`config.mk`:
```
export PLATFORM = sky130hd
export DESIGN_NAME = nic_top
export DESIGN_NICKNAME = d
export VERILOG_FILES = /design/src/rtl/nic_pkg.sv /design/src/rtl/nic_prio.sv /design/src/rtl/nic_block.sv /design/src/rtl/nic_regs.sv /design/src/rtl/nic_top.sv
export SDC_FILE = /design/constraint.sdc
export NUM_CORES = 1
export LEC_CHECK = 0
export ABC_AREA = 1
export BUFFER_PORTS_ARGS = -buffer_cell sky130_fd_sc_hd__buf_2
export CAP_MARGIN = 10
export CORE_ASPECT_RATIO = 0.6
export CORE_MARGIN = 5
export CORE_UTILIZATION = 42
export CTS_CLUSTER_SIZE = 30
export DETAILED_ROUTE_END_ITERATION = 7
export MAX_ROUTING_LAYER = met4
export PLACE_DENSITY = 0.73
export RECOVER_POWER = 100
export SLEW_MARGIN = 15
export SYNTH_ARGS = -nofsm -noshare
export SYNTH_HDL_FRONTEND = slang
export SYNTH_SLANG_ARGS = --single-unit
```
`constraint.sdc`:
```
create_clock -name clk -period 2.35 [get_ports clk]
set_input_delay 0.1175 -clock clk [delete_from_list [all_inputs] [get_ports clk]]
set_output_delay 0.1175 -clock clk [all_outputs]
set_load 0.005 [all_outputs]
```
`src/rtl/nic_pkg.sv`:
```
package nic_pkg;
  typedef enum logic [1:0] {
    WR_MASK = 2'd0,
    WR_PCLR = 2'd1,
    WR_ICLR = 2'd2,
    WR_BASE = 2'd3
  } wr_sel_e;
endpackage

```
`src/rtl/nic_prio.sv`:
```
// Fixed-priority picker: highest set index wins, index 0 unused.
module nic_prio #(
  parameter int N  = 15,
  parameter int IW = 4
) (
  input  logic [N:1]    req_i,
  output logic          any_o,
  output logic [IW-1:0] idx_o
);
  always_comb begin
    any_o = 1'b0;
    idx_o = '0;
    for (int i = 1; i <= N; i++) begin
      if (req_i[i]) begin
        any_o = 1'b1;
        idx_o = IW'(i);
      end
    end
  end
endmodule

```
`src/rtl/nic_block.sv`:
```
// Thermometer gate: source i may request only if no in-service bit at i or above.
module nic_block #(
  parameter int N = 15
) (
  input  logic [N:1] isr_i,
  output logic [N:1] allow_o
);
  for (genvar g = 1; g <= N; g++) begin : g_allow
    assign allow_o[g] = ~|isr_i[N:g];
  end
endmodule

```
`src/rtl/nic_regs.sv`:
```
module nic_regs
  import nic_pkg::*;
#(
  parameter int N   = 15,
  parameter int IW  = 4,
  parameter int VBW = 4,
  parameter int DW  = N + 1
) (
  input  logic           clk,
  input  logic           rst_n,
  input  logic [N:1]     evt_i,
  input  logic           wr_en_i,
  input  wr_sel_e        wr_sel_i,
  input  logic [DW-1:0]  wr_data_i,
  input  logic           ack_fire_i,
  input  logic [IW-1:0]  ack_idx_i,
  output logic [N:1]     pend_o,
  output logic [N:1]     mask_o,
  output logic [N:1]     isr_o,
  output logic [VBW-1:0] base_o
);
  logic [N:1]     pend_q, pend_d, mask_q, mask_d, isr_q, isr_d;
  logic [VBW-1:0] base_q, base_d;
  logic [N:1]     ack_vec, pclr, iclr;
  logic           mask_en, base_en;

  always_comb begin
    for (int i = 1; i <= N; i++) begin
      ack_vec[i] = ack_fire_i && (ack_idx_i == IW'(i));
    end
    pclr    = (wr_en_i && wr_sel_i == WR_PCLR) ? wr_data_i[N:1] : '0;
    iclr    = (wr_en_i && wr_sel_i == WR_ICLR) ? wr_data_i[N:1] : '0;
    mask_en = wr_en_i && (wr_sel_i == WR_MASK);
    base_en = wr_en_i && (wr_sel_i == WR_BASE);
    pend_d  = (pend_q & ~pclr & ~ack_vec) | evt_i;
    isr_d   = (isr_q & ~iclr) | ack_vec;
    mask_d  = wr_data_i[N:1];
    base_d  = wr_data_i[VBW-1:0];
  end

  always_ff @(posedge clk or negedge rst_n) begin
    if (!rst_n) begin
      pend_q <= '0;
      isr_q  <= '0;
      mask_q <= '1;
      base_q <= '0;
    end else begin
      pend_q <= pend_d;
      isr_q  <= isr_d;
      if (mask_en) mask_q <= mask_d;
      if (base_en) base_q <= base_d;
    end
  end

  assign pend_o = pend_q;
  assign mask_o = mask_q;
  assign isr_o  = isr_q;
  assign base_o = base_q;
endmodule

```
`src/rtl/nic_top.sv`:
```
module nic_top
  import nic_pkg::*;
#(
  parameter int NSRC  = 15,
  parameter int VBW   = 4,
  parameter int LEVEL = 4,
  parameter int IW    = $clog2(NSRC + 1),
  parameter int DW    = NSRC + 1,
  parameter int VW    = VBW + IW
) (
  input  logic          clk,
  input  logic          rst_n,
  input  logic [NSRC:1] evt_i,
  input  logic          wr_en_i,
  input  logic [1:0]    wr_sel_i,
  input  logic [DW-1:0] wr_data_i,
  input  logic          iack_i,
  output logic          irq_o,
  output logic [2:0]    ipl_o,
  output logic [VW-1:0] vec_o
);
  logic           rst_s1, rst_sync_n;
  logic [NSRC:1]  pend_w, mask_w, isr_w, allow_w, elig;
  logic [VBW-1:0] base_w;
  logic           any_w, irq_q, irq_d, ack_fire;
  logic [IW-1:0]  win_idx, sel_q, sel_d;

  // reset asserts asynchronously, releases on a clock edge
  always_ff @(posedge clk or negedge rst_n) begin
    if (!rst_n) begin
      rst_s1     <= 1'b0;
      rst_sync_n <= 1'b0;
    end else begin
      rst_s1     <= 1'b1;
      rst_sync_n <= rst_s1;
    end
  end

  assign ack_fire = iack_i & irq_q;

  nic_regs #(.N(NSRC), .IW(IW), .VBW(VBW), .DW(DW)) u_regs (
    .clk        (clk),
    .rst_n      (rst_sync_n),
    .evt_i      (evt_i),
    .wr_en_i    (wr_en_i),
    .wr_sel_i   (wr_sel_e'(wr_sel_i)),
    .wr_data_i  (wr_data_i),
    .ack_fire_i (ack_fire),
    .ack_idx_i  (sel_q),
    .pend_o     (pend_w),
    .mask_o     (mask_w),
    .isr_o      (isr_w),
    .base_o     (base_w)
  );

  nic_block #(.N(NSRC)) u_block (
    .isr_i   (isr_w),
    .allow_o (allow_w)
  );

  assign elig = pend_w & ~mask_w & allow_w;

  nic_prio #(.N(NSRC), .IW(IW)) u_prio (
    .req_i (elig),
    .any_o (any_w),
    .idx_o (win_idx)
  );

  always_comb begin
    irq_d = any_w & ~ack_fire;
    sel_d = win_idx;
  end

  always_ff @(posedge clk or negedge rst_sync_n) begin
    if (!rst_sync_n) begin
      irq_q <= 1'b0;
      sel_q <= '0;
    end else begin
      irq_q <= irq_d;
      if (!ack_fire) sel_q <= sel_d;
    end
  end

  assign irq_o = irq_q;
  assign ipl_o = irq_q ? 3'(LEVEL) : 3'd0;
  assign vec_o = {base_w, sel_q};
endmodule

```
* Yosys cells after proc, flatten, opt, wreduce, memory -nomap -nowiden *
Index checks and enable logic that the tools add are counted.

word-level totals
  register bits after elaboration = 56
  input port bits = 37
  output and inout port bits = 12
  word-level logic and storage cells = 122

cells by class
  equal/unequal tests = 18
  muxes and demuxes = 33
  bitwise operators = 14
  reduce and logical (&&, ||, !) cells = 49

operators by type and width
  operator                                             count
  AND 15 bit                                           5
  NOT 15 bit                                           4
  equality test 4 bit, second input constant           8
  2-to-1 mux 4 bit                                     8
  2-to-1 mux 15 bit                                    2
  bitwise OR 15 bit                                    2
  logical AND 1 bit                                    19
  equality test 4 x 3 -> 1 bit, second input constant  4
  2-to-1 mux 1 bit                                     16
  logical NOT 1 bit                                    15
  2-to-1 mux 3 bit                                     5
  OR reduction 15 bit                                  1
  OR reduction 14 bit                                  1
  OR reduction 13 bit                                  1
  OR reduction 12 bit                                  1
  OR reduction 11 bit                                  1
  OR reduction 10 bit                                  1
  OR reduction 9 bit                                   1
  equality test 4 x 2 -> 1 bit, second input constant  2
  OR reduction 8 bit                                   1
  OR reduction 7 bit                                   1
  OR reduction 6 bit                                   1
  OR reduction 5 bit                                   1
  equality test 2 bit, second input constant           2
  9 further kinds                                      11

* Longest topological paths before layout *
Gate-level depths: netlist of run 1.

  depth after elaboration = 19
  mapped depth = 19
  mapped depth without buffers = 19

* Cells and area by module *
Synthesis of run 1 repeated with hierarchy kept, for this count alone.

second synthesis, totals
  cell total of the unflattened synthesis = 402
  area, all modules = 3,057.9 µm²

by module, submodules not included
  module     instances  cells each  area each (µm²)  sequential area each (µm²)
  nic_regs   1          240         2,202.1          1,244.9
  nic_top    1          58          385.4            175.2
  nic_block  1          61          291.5            0.0
  nic_prio   1          43          178.9            0.0

* Least setup slack after synthesis of run 1 *
Ideal clock, no wire load.

  path kind = flip-flop to flip-flop
  start = reg u_regs.isr_q (netlist bit u_regs.isr_o[14])
  end = reg sel_q[0]
  setup time = 120 ps
  arrival time = 1,491 ps
  required time = 2,230 ps
  slack = 739 ps
  cell stages (with the launch flop) = 19
  buffers on the path = 0
  period minus slack after synthesis = 1,611 ps
  cells stage by stage = dfrtp_1 -> nor2_2 -> nand2_2 -> nor3_1 -> nand2_1 -> nand2_1 -> nand2_1 -> nand2_1 -> nand2_1 -> nand2_1 -> nand2_1 -> nand2_1 -> nand2_1 -> nand2_1 -> nand2_1 -> nand2_1 -> nand2_1 -> nand2_1 -> a21oi_2

on the way
  word-level cells in the longest chain between the ends = 18
  elaborated cells on any way between the ends = 44
  classes of those cells = mux: 15; bitwise: 1; reduce/logical: 28

ends and longest elaborated chain
  element                            line            text
  from (decl)                        nic_regs.sv:22  logic [N:1] pend_q, pend_d, mask_q, mask_d, isr_q, isr_d;
  from (signal assigned)             nic_regs.sv:49  isr_q <= isr_d;
  OR reduction 15 bit                nic_block.sv:9  assign allow_o[g] = ~|isr_i[N:g];
  logical NOT 1 bit                  nic_block.sv:9
  AND 15 bit (*)                     nic_top.sv:61   assign elig = pend_w & ~mask_w & allow_w;
  2-to-1 mux 1 bit                   nic_prio.sv:14  if (req_i[i]) begin
  2-to-1 mux 2 bit (2 in a row)      nic_prio.sv:14
  2-to-1 mux 3 bit (4 in a row)      nic_prio.sv:14
  2-to-1 mux 4 bit (6 in a row)      nic_prio.sv:14
  2-to-1 mux 4 bit (*) (2 in a row)  nic_prio.sv:14
  to (signal assigned)               nic_top.sv:80   if (!ack_fire) sel_q <= sel_d;
  to (decl)                          nic_top.sv:26   logic [IW-1:0] win_idx, sel_q, sel_d;

Every way passes the cells marked *; elsewhere a longest branch is shown, timed or not.
A chain may end at the register's enable or synchronous reset.

* Worst setup path after layout of run 1 *
  start = reg u_regs.isr_q (netlist bit u_regs.isr_o[15])
  end = reg sel_q[0]

on the way
  word-level cells in the longest chain between the ends = 18
  elaborated cells on any way between the ends = 45
  classes of those cells = mux: 15; bitwise: 1; reduce/logical: 29

ends and longest elaborated chain
  element                        line
  OR reduction 15 bit            nic_block.sv:9
  logical NOT 1 bit              nic_block.sv:9
  AND 15 bit (*)                 nic_top.sv:61
  2-to-1 mux 1 bit               nic_prio.sv:14
  2-to-1 mux 2 bit (2 in a row)  nic_prio.sv:14
  2-to-1 mux 3 bit (4 in a row)  nic_prio.sv:14
  2-to-1 mux 4 bit (7 in a row)  nic_prio.sv:14
  2-to-1 mux 4 bit (*)           nic_prio.sv:14

Marks and branches as above.

==> results of run 1 <==
## flip-flops by register name, indices dropped and copies added, names as in the netlist
name and count:
rst_sync_n 1, u_regs.pend_o 15, u_regs.mask_o 15, sel_q 4, rst_s1 1, u_regs.isr_o 15
u_regs.base_o 4, irq_o 1
## cell usage in the layout, fill, tap and decap left out, types with 2 or more instances in the layout
cell / count
nand3_1: 25
nand3b_1: 3
inv_2: 3
a22oi_1: 2
conb_1: 3
nand2_1: 79
inv_1: 45
nor3b_1: 2
a21oi_1: 2
nor4_1: 4
nand3_2: 2
buf_2: 38
dfrtp_1: 41
clkbuf_8: 5
nor2_1: 27
o21ai_0: 34
nand4_1: 2
dfstp_2: 15
a31o_2: 15
dlygate4sd3_1: 15
clkbuf_1: 10
nor3_1: 6
## worst reg2reg max path, delay by kind of cell (launching register included)
kind	cells	cell delay [ns]
AO/OA/AOI/OAI	1	0.05
buffers and inverters	1	0.17
flip-flops	1	0.42
AND/OR/NAND/NOR	16	1.22
## logic make-up after synthesis
kind of cell | Yosys count
buf+inv | 60
flops | 56
compound gates | 55
mux | 1
simple gates | 154
other cells | 2
## metrics by stage
| step | total power, mW | cell area [sq um] | util |
|---|---|---|---|
| after floorplan | 2.27 | 2710 | - |
| after global placement | 2.60 | 3030 | 0.489 |
| after detailed placement | 2.64 | 3030 | 0.489 |
| after CTS | 3.29 | 3270 | 0.529 |
| after global routing | 3.51 | 3250 | 0.525 |
| final | 3.27 | 3250 | 0.525 |
## worst paths after layout
check	start	endpoint	slack, ns	depth (start not counted)
min in group asynchronous	rst_n	rst_s1	0.11	2
max reg2reg	u_regs.isr_o[15]	sel_q[0]	0.39	18
max	u_regs.isr_o[15]	sel_q[0]	0.39	18
max in group asynchronous	rst_sync_n	u_regs.isr_o[8]	0.67	1
min	evt_i[7]	u_regs.pend_o[7]	0.003	2
min reg2reg	rst_s1	rst_sync_n	0.36	0
## power by group through the flow
stage | clock (mW) | combinational, mW | sequential [mW]
after floorplan | 0 | 0.857 | 1.42
after global placement | 0 | 1.15 | 1.45
after detailed placement | 0 | 1.17 | 1.47
after CTS | 0.639 | 1.20 | 1.45
after global routing | 0.678 | 1.34 | 1.49
final | 0.636 | 1.18 | 1.45
## Yosys cell counts
library cell | instances | share of area
nand2_1 | 78 | 0.11
inv_1 | 44 | 0.061
dfrtp_1 | 41 | 0.38
o21ai_0 | 33 | 0.061
nor2_1 | 26 | 0.036
nand3_1 | 25 | 0.046
a31o_2 | 15 | 0.049
dfstp_2 | 15 | 0.15
clkbuf_1 | 7 | 0.0097
nor3_1 | 6 | 0.011
inv_2 | 4 | 0.0056
nor4_1 | 4 | 0.0093
buf_4 | 3 | 0.0083
nand3b_1 | 3 | 0.0083
a21oi_1 | 2 | 0.0037
a22oi_1 | 2 | 0.0056
conb_1 | 2 | 0.0028
nand2_2 | 2 | 0.0046
nand3_2 | 2 | 0.0074
nand4_1 | 2 | 0.0046
nor3b_1 | 2 | 0.0056
o21ai_1 | 2 | 0.0037
a21oi_2 | 1 | 0.0032
buf_1 | 1 | 0.0014
clkinv_1 | 1 | 0.0014
mux2_2 | 1 | 0.0042
nand2_4 | 1 | 0.0042
nor2_2 | 1 | 0.0023
nor2_4 | 1 | 0.0042
or2_2 | 1 | 0.0023
## routing by layer
| metal | routed length (um) | up-vias | share of wire | global-route usage |
|---|---|---|---|---|
| met1 | 3550 | 1139 | 0.51 | 0.272 |
| met2 | 2860 | 82 | 0.41 | 0.260 |
| met3 | 519 | 10 | 0.074 | 0.0358 |
| met4 | 80 | 0 | 0.011 | 0.0413 |
| met5 | 0 | - | 0 | - |
| li1 | - | 1172 | - | - |
## area by class of cell
type                       count  area share
clock buffer                   6      0.0223
clock inverter                 2      0.0108
inverter                      49      0.0566
multi-input combinational    213       0.322
sequential                    56       0.437
tap                           84      0.0323
timing repair buffer          64       0.119
## repair_timing
item | CTS | global route
setup endpoints to repair | 0 | 0
hold buffers | 14 | 1
hold endpoints to repair | 15 | 1
==> run metrics, run 1 <==
first-pass GRT wire length=roughly 12000 um; WP data arrival=roughly 2.2 ns; clock root cell=clkbuf_8; synthesis-to-layout area growth=20.2%; antenna cells=0; Distinct cells, synth=30; die width=approximately 110 um; full die area=8200 sq um; clk sink count=between 50 and 60; GRT overflow=0; sequential-to-total area share from yosys stat=0.525; All-Layer GR Usage=0.184; fillers=609; critical path's top delay family=simple AND/OR/NAND/NOR gates; Synth Register Bits=56; Critical Path, Cell by Cell=nor2_1, nand2_1, inv_1, nand2_4, nor2_1, nand3_2, nand2_1, nand2_1, nand2_1, nand2_1, nand2_1, nand2_1, nand2_1, nand2_1, nand2_1, nand2_1, nand2_1, a21oi_2; yosys warns=0; H-tree depth=2; layout cells sized above 1=0.226; FP Rows=22; Leakage=about 1.6 nW; placed cells=451; Worst-Margin Slew=around 1.2 ns; number of global-route vias before repair=2394; post_cts resized=0; Clock power frac=0.195; largest family of logic cells by synthesized area=simple AND/OR/NAND/NOR gates; VDD IR max=0.397 mV; Placement Setup Slack=0.531 ns; Iter 0 DRT Violations=150; WL/cell=14.8 um; final WL=7010 um; max_slew headroom=0.214; mux share of post-synthesis cell area=0.00416; RD Place Congestion=0.901; max incr delay on CP=0.42 ns; Netlist Area Pre-Place=2700 sq um; Final Hold Slack=0.00336 ns; Switching Share=0.392; total CTS buffers=5; Syn Inst Count=328; worst skew pair latency=0.31 ns; endpoints failing setup=0; CP Capture Type=flip-flop; PortBufs=46; combinational share of power=0.362; Die Ht=72.2 um; status=completed; Sequential Area=between 1000 and 1500 sq um; num ports=49; clk buf depth=2; Antenna Nets Post-Route=0; critical path class=flip-flop to flip-flop; multi-input gate area in the final layout=1050 sq um; initial antenna violation count=0; worst-path fanout max=4; Via density=roughly 5.1; RSZ-0062 raised after global routing=false; Tmin final=1.96 ns; XOR/XNOR share of the synthesized area=0; pwr/cell area=1010 nW/um^2; CP Launch Type=flip-flop; Req. time, crit path=2.57 ns; Sum Neg Setup Slack=0 ns; starting density of the core=0.437; non-filler cells, final=~470; Synth Area in Adders=0; internal power=1.99 mW; Layout Nets=426; detailed-route via count=about 2400; Core ar.=around 6200 sq um; Max Cap Viol=0; sequential fraction of design power=0.444; CP bufs+invs=1; Worst-path clk slew=around 0.1 ns; Post-Syn Area per Cell=8.24 sq um; Net Sw Power=1.28 mW; most used cell, CP=nand2_1; Synth Area in Compound Gates=0.126; DRT Pass-1 Iters=5; CTS tree=done; worst clock skew=slightly below 0.007 ns; drc violations=0; slack of the critical path=0.392 ns; Hold Path Class=input pin to flip-flop; Setup Buffers After CTS=0; DP Wirelength=5200 um; Final Cycle Share=0.833; f_max=511 MHz; max-slew violation count=0; Hold Violations, Final=0; simple-gate area share of the yosys netlist=0.255; slowest stage cell on the critical path=dfrtp_1; largest net degree at the start of global routing=31
Note: power is estimated with default switching activity, not from simulation.
==> inputs of run 2 (changes only) <==
--- a/config.mk
+++ b/config.mk
@@ -14,7 +14,7 @@
 export CTS_CLUSTER_SIZE = 30
 export DETAILED_ROUTE_END_ITERATION = 7
 export MAX_ROUTING_LAYER = met4
-export PLACE_DENSITY = 0.73
+export PLACE_DENSITY = 0.75
 export RECOVER_POWER = 100
 export SLEW_MARGIN = 15
 export SYNTH_ARGS = -nofsm -noshare
==> constraint.sdc (replaced) <==
create_clock -name clk -period 1.65 [get_ports clk]
set_input_delay 0.0825 -clock clk [delete_from_list [all_inputs] [get_ports clk]]
set_output_delay 0.0825 -clock clk [all_outputs]
set_load 0.005 [all_outputs]
==> run metrics, run 2 (synthesized netlist as in run 1, its figures left out) <==
Critical Path, Cell by Cell=nor2_2, nand2_2, inv_2, nand2_4, nor2_4, nand3_2, nand2_1, nand2_1, nand2_1, nand2_1, nand2_1, nand2_1, nand2_1, nand2_1, nand2_1, nand2_1, nand2_1, nand2_1, a21oi_2; PortBufs=46; clk sink count=56; Sum Neg Setup Slack=-0.381 ns; final WL=7140 um; leading cell type in the layout, fill and taps excluded=nand2_1; most used cell, CP=nand2_1; max-slew violation count=0; slack of the critical path=-0.163 ns; full die area=8200 sq um; H-tree depth=2; Leakage=~1.8 nW; DRT Pass-1 Iters=6; RSZ-0062 raised after global routing=true; most frequent cells in the layout=77 x nand2_1, 44 x inv_1, 41 x dfrtp_1, 40 x buf_2, 33 x o21ai_0; Final Hold Slack=0.00429 ns; WP data arrival=2.07 ns; f_max=approximately 550 MHz; antenna cells=0; worst-path fanout max=4; worst skew pair latency=about 0.32 ns; CP Capture Type=flip-flop; initial antenna violation count=0; detailed-route via count=2450; multi-input gate area in the final layout=~1100 sq um; die width=about 110 um; clk buf depth=2; CTS tree=done; All-Layer GR Usage=0.188; CP Launch Type=flip-flop; critical path class=flip-flop to flip-flop; Hold Path Depth=3; total CTS buffers=5; GRT overflow=0; clock root cell=clkbuf_8; max incr delay on CP=around 0.4 ns; pwr/cell area=~1400 nW/um^2; Worst-path clk slew=0.10 ns; FP Rows=22; largest net degree at the start of global routing=31; status=finished, violations left; failing checks=negative setup slack; Hold Violations, Final=0; Layout Nets=~460; R2R depth=19; Sequential Area=1420 sq um; DP Wirelength=5300 um; Tmin final=1.81 ns; WL/cell=14.2 um; max_slew headroom=0.507; Via density=4.86; VDD IR max=around 0.79 mV; synthesis-to-layout area growth=30.6%; Max Cap Viol=0; fillers=585; worst clock skew=0.0101 ns; Placement Setup Slack=-0.129 ns; Antenna Nets Post-Route=0; Hold Path Class=input pin to flip-flop; RD Place Congestion=0.916; Final Cycle Share=1.10; number of global-route vias before repair=2398; Die Ht=approximately 70 um; starting density of the core=0.437; Worst-Margin Slew=0.740 ns; slowest stage cell on the critical path=dfrtp_1; Iter 0 DRT Violations=106; layout cells sized above 1=0.298; drc violations=0; Req. time, crit path=1.91 ns; endpoints failing setup=5; num ports=49; first-pass GRT wire length=roughly 12000 um; Core ar.=6190 sq um
==> run 2: changes by cell type in the layout (fill, tap and decap cells not counted), sizes merged <==
cell / previous run / this run
bufinv: 1 / 0
dlygate4sd3: 15 / 21
buf: 39 / 64
==> run 2: final timing paths <==
| path | slack, ns | end | startpoint |
|---|---|---|---|
| max | -0.16 | sel_q[0] | u_regs.isr_o[14] |
| min | 0.004 | u_regs.mask_o[11] | wr_data_i[11] |
| max reg2reg | -0.16 | sel_q[0] | u_regs.isr_o[14] |
| min reg2reg | 0.31 | u_regs.base_o[0] | rst_sync_n |
| max in group asynchronous | 0.29 | u_regs.pend_o[6] | rst_sync_n |
| min in group asynchronous | 0.06 | rst_sync_n | rst_n |
==> run 2: repair_timing <==
| item | 4_1_cts | 5_1_grt |
|---|---|---|
| resized for setup | 2 | 11 |
| hold endpoints to repair | 22 | 0 |
| setup endpoints to repair | 4 | 5 |
| buffers inserted | 0 | 2 |
| pin swaps | 0 | 1 |
| hold buffers | 21 | 0 |
==> run 2: worst max-delay path, delay by kind of cell, from the launching register on <==
family          cells  cell delay [ns]
buf+inv             1             0.09
simple gates       17             1.15
flops               1             0.40
compound gates      1             0.11
==> run 2: metal layers <==
metal / vias to the layer above / track usage / share of wire
met4: 0 / 0.0653 / 0.012
met2: 52 / 0.247 / 0.40
met1: 1159 / 0.278 / 0.53
li1: 1232 / - / -
met3: 7 / 0.0483 / 0.056
met5: - / - / 0
==> run 2: layout make-up <==
class / count / area share
Sequential cell: 56 / 0.402
Tap cell: 84 / 0.0298
Clock inverter: 1 / 0.00248
Clock buffer: 7 / 0.0216
Inverter: 49 / 0.0521
Multi-Input combinational cell: 213 / 0.314
Timing Repair Buffer: 94 / 0.178
==> run 2: metrics by stage <==
step	instances	power [mW]	util	area [sq um]
6_report	504	5.03	0.570	3530
3_3_place_gp	473	3.99	0.515	3190
5_1_grt	504	5.43	0.570	3530
4_1_cts	502	4.88	0.565	3500
3_5_place_dp	473	4.05	0.515	3190
2_1_floorplan	329	3.24	-	2710
==> run 2: where the power goes <==
group	switching [mW]	internal (mW)
Sequential	0.285	1.76
Clock	0.456	0.305
Combinational	1.26	0.962
Total	2.00	3.03
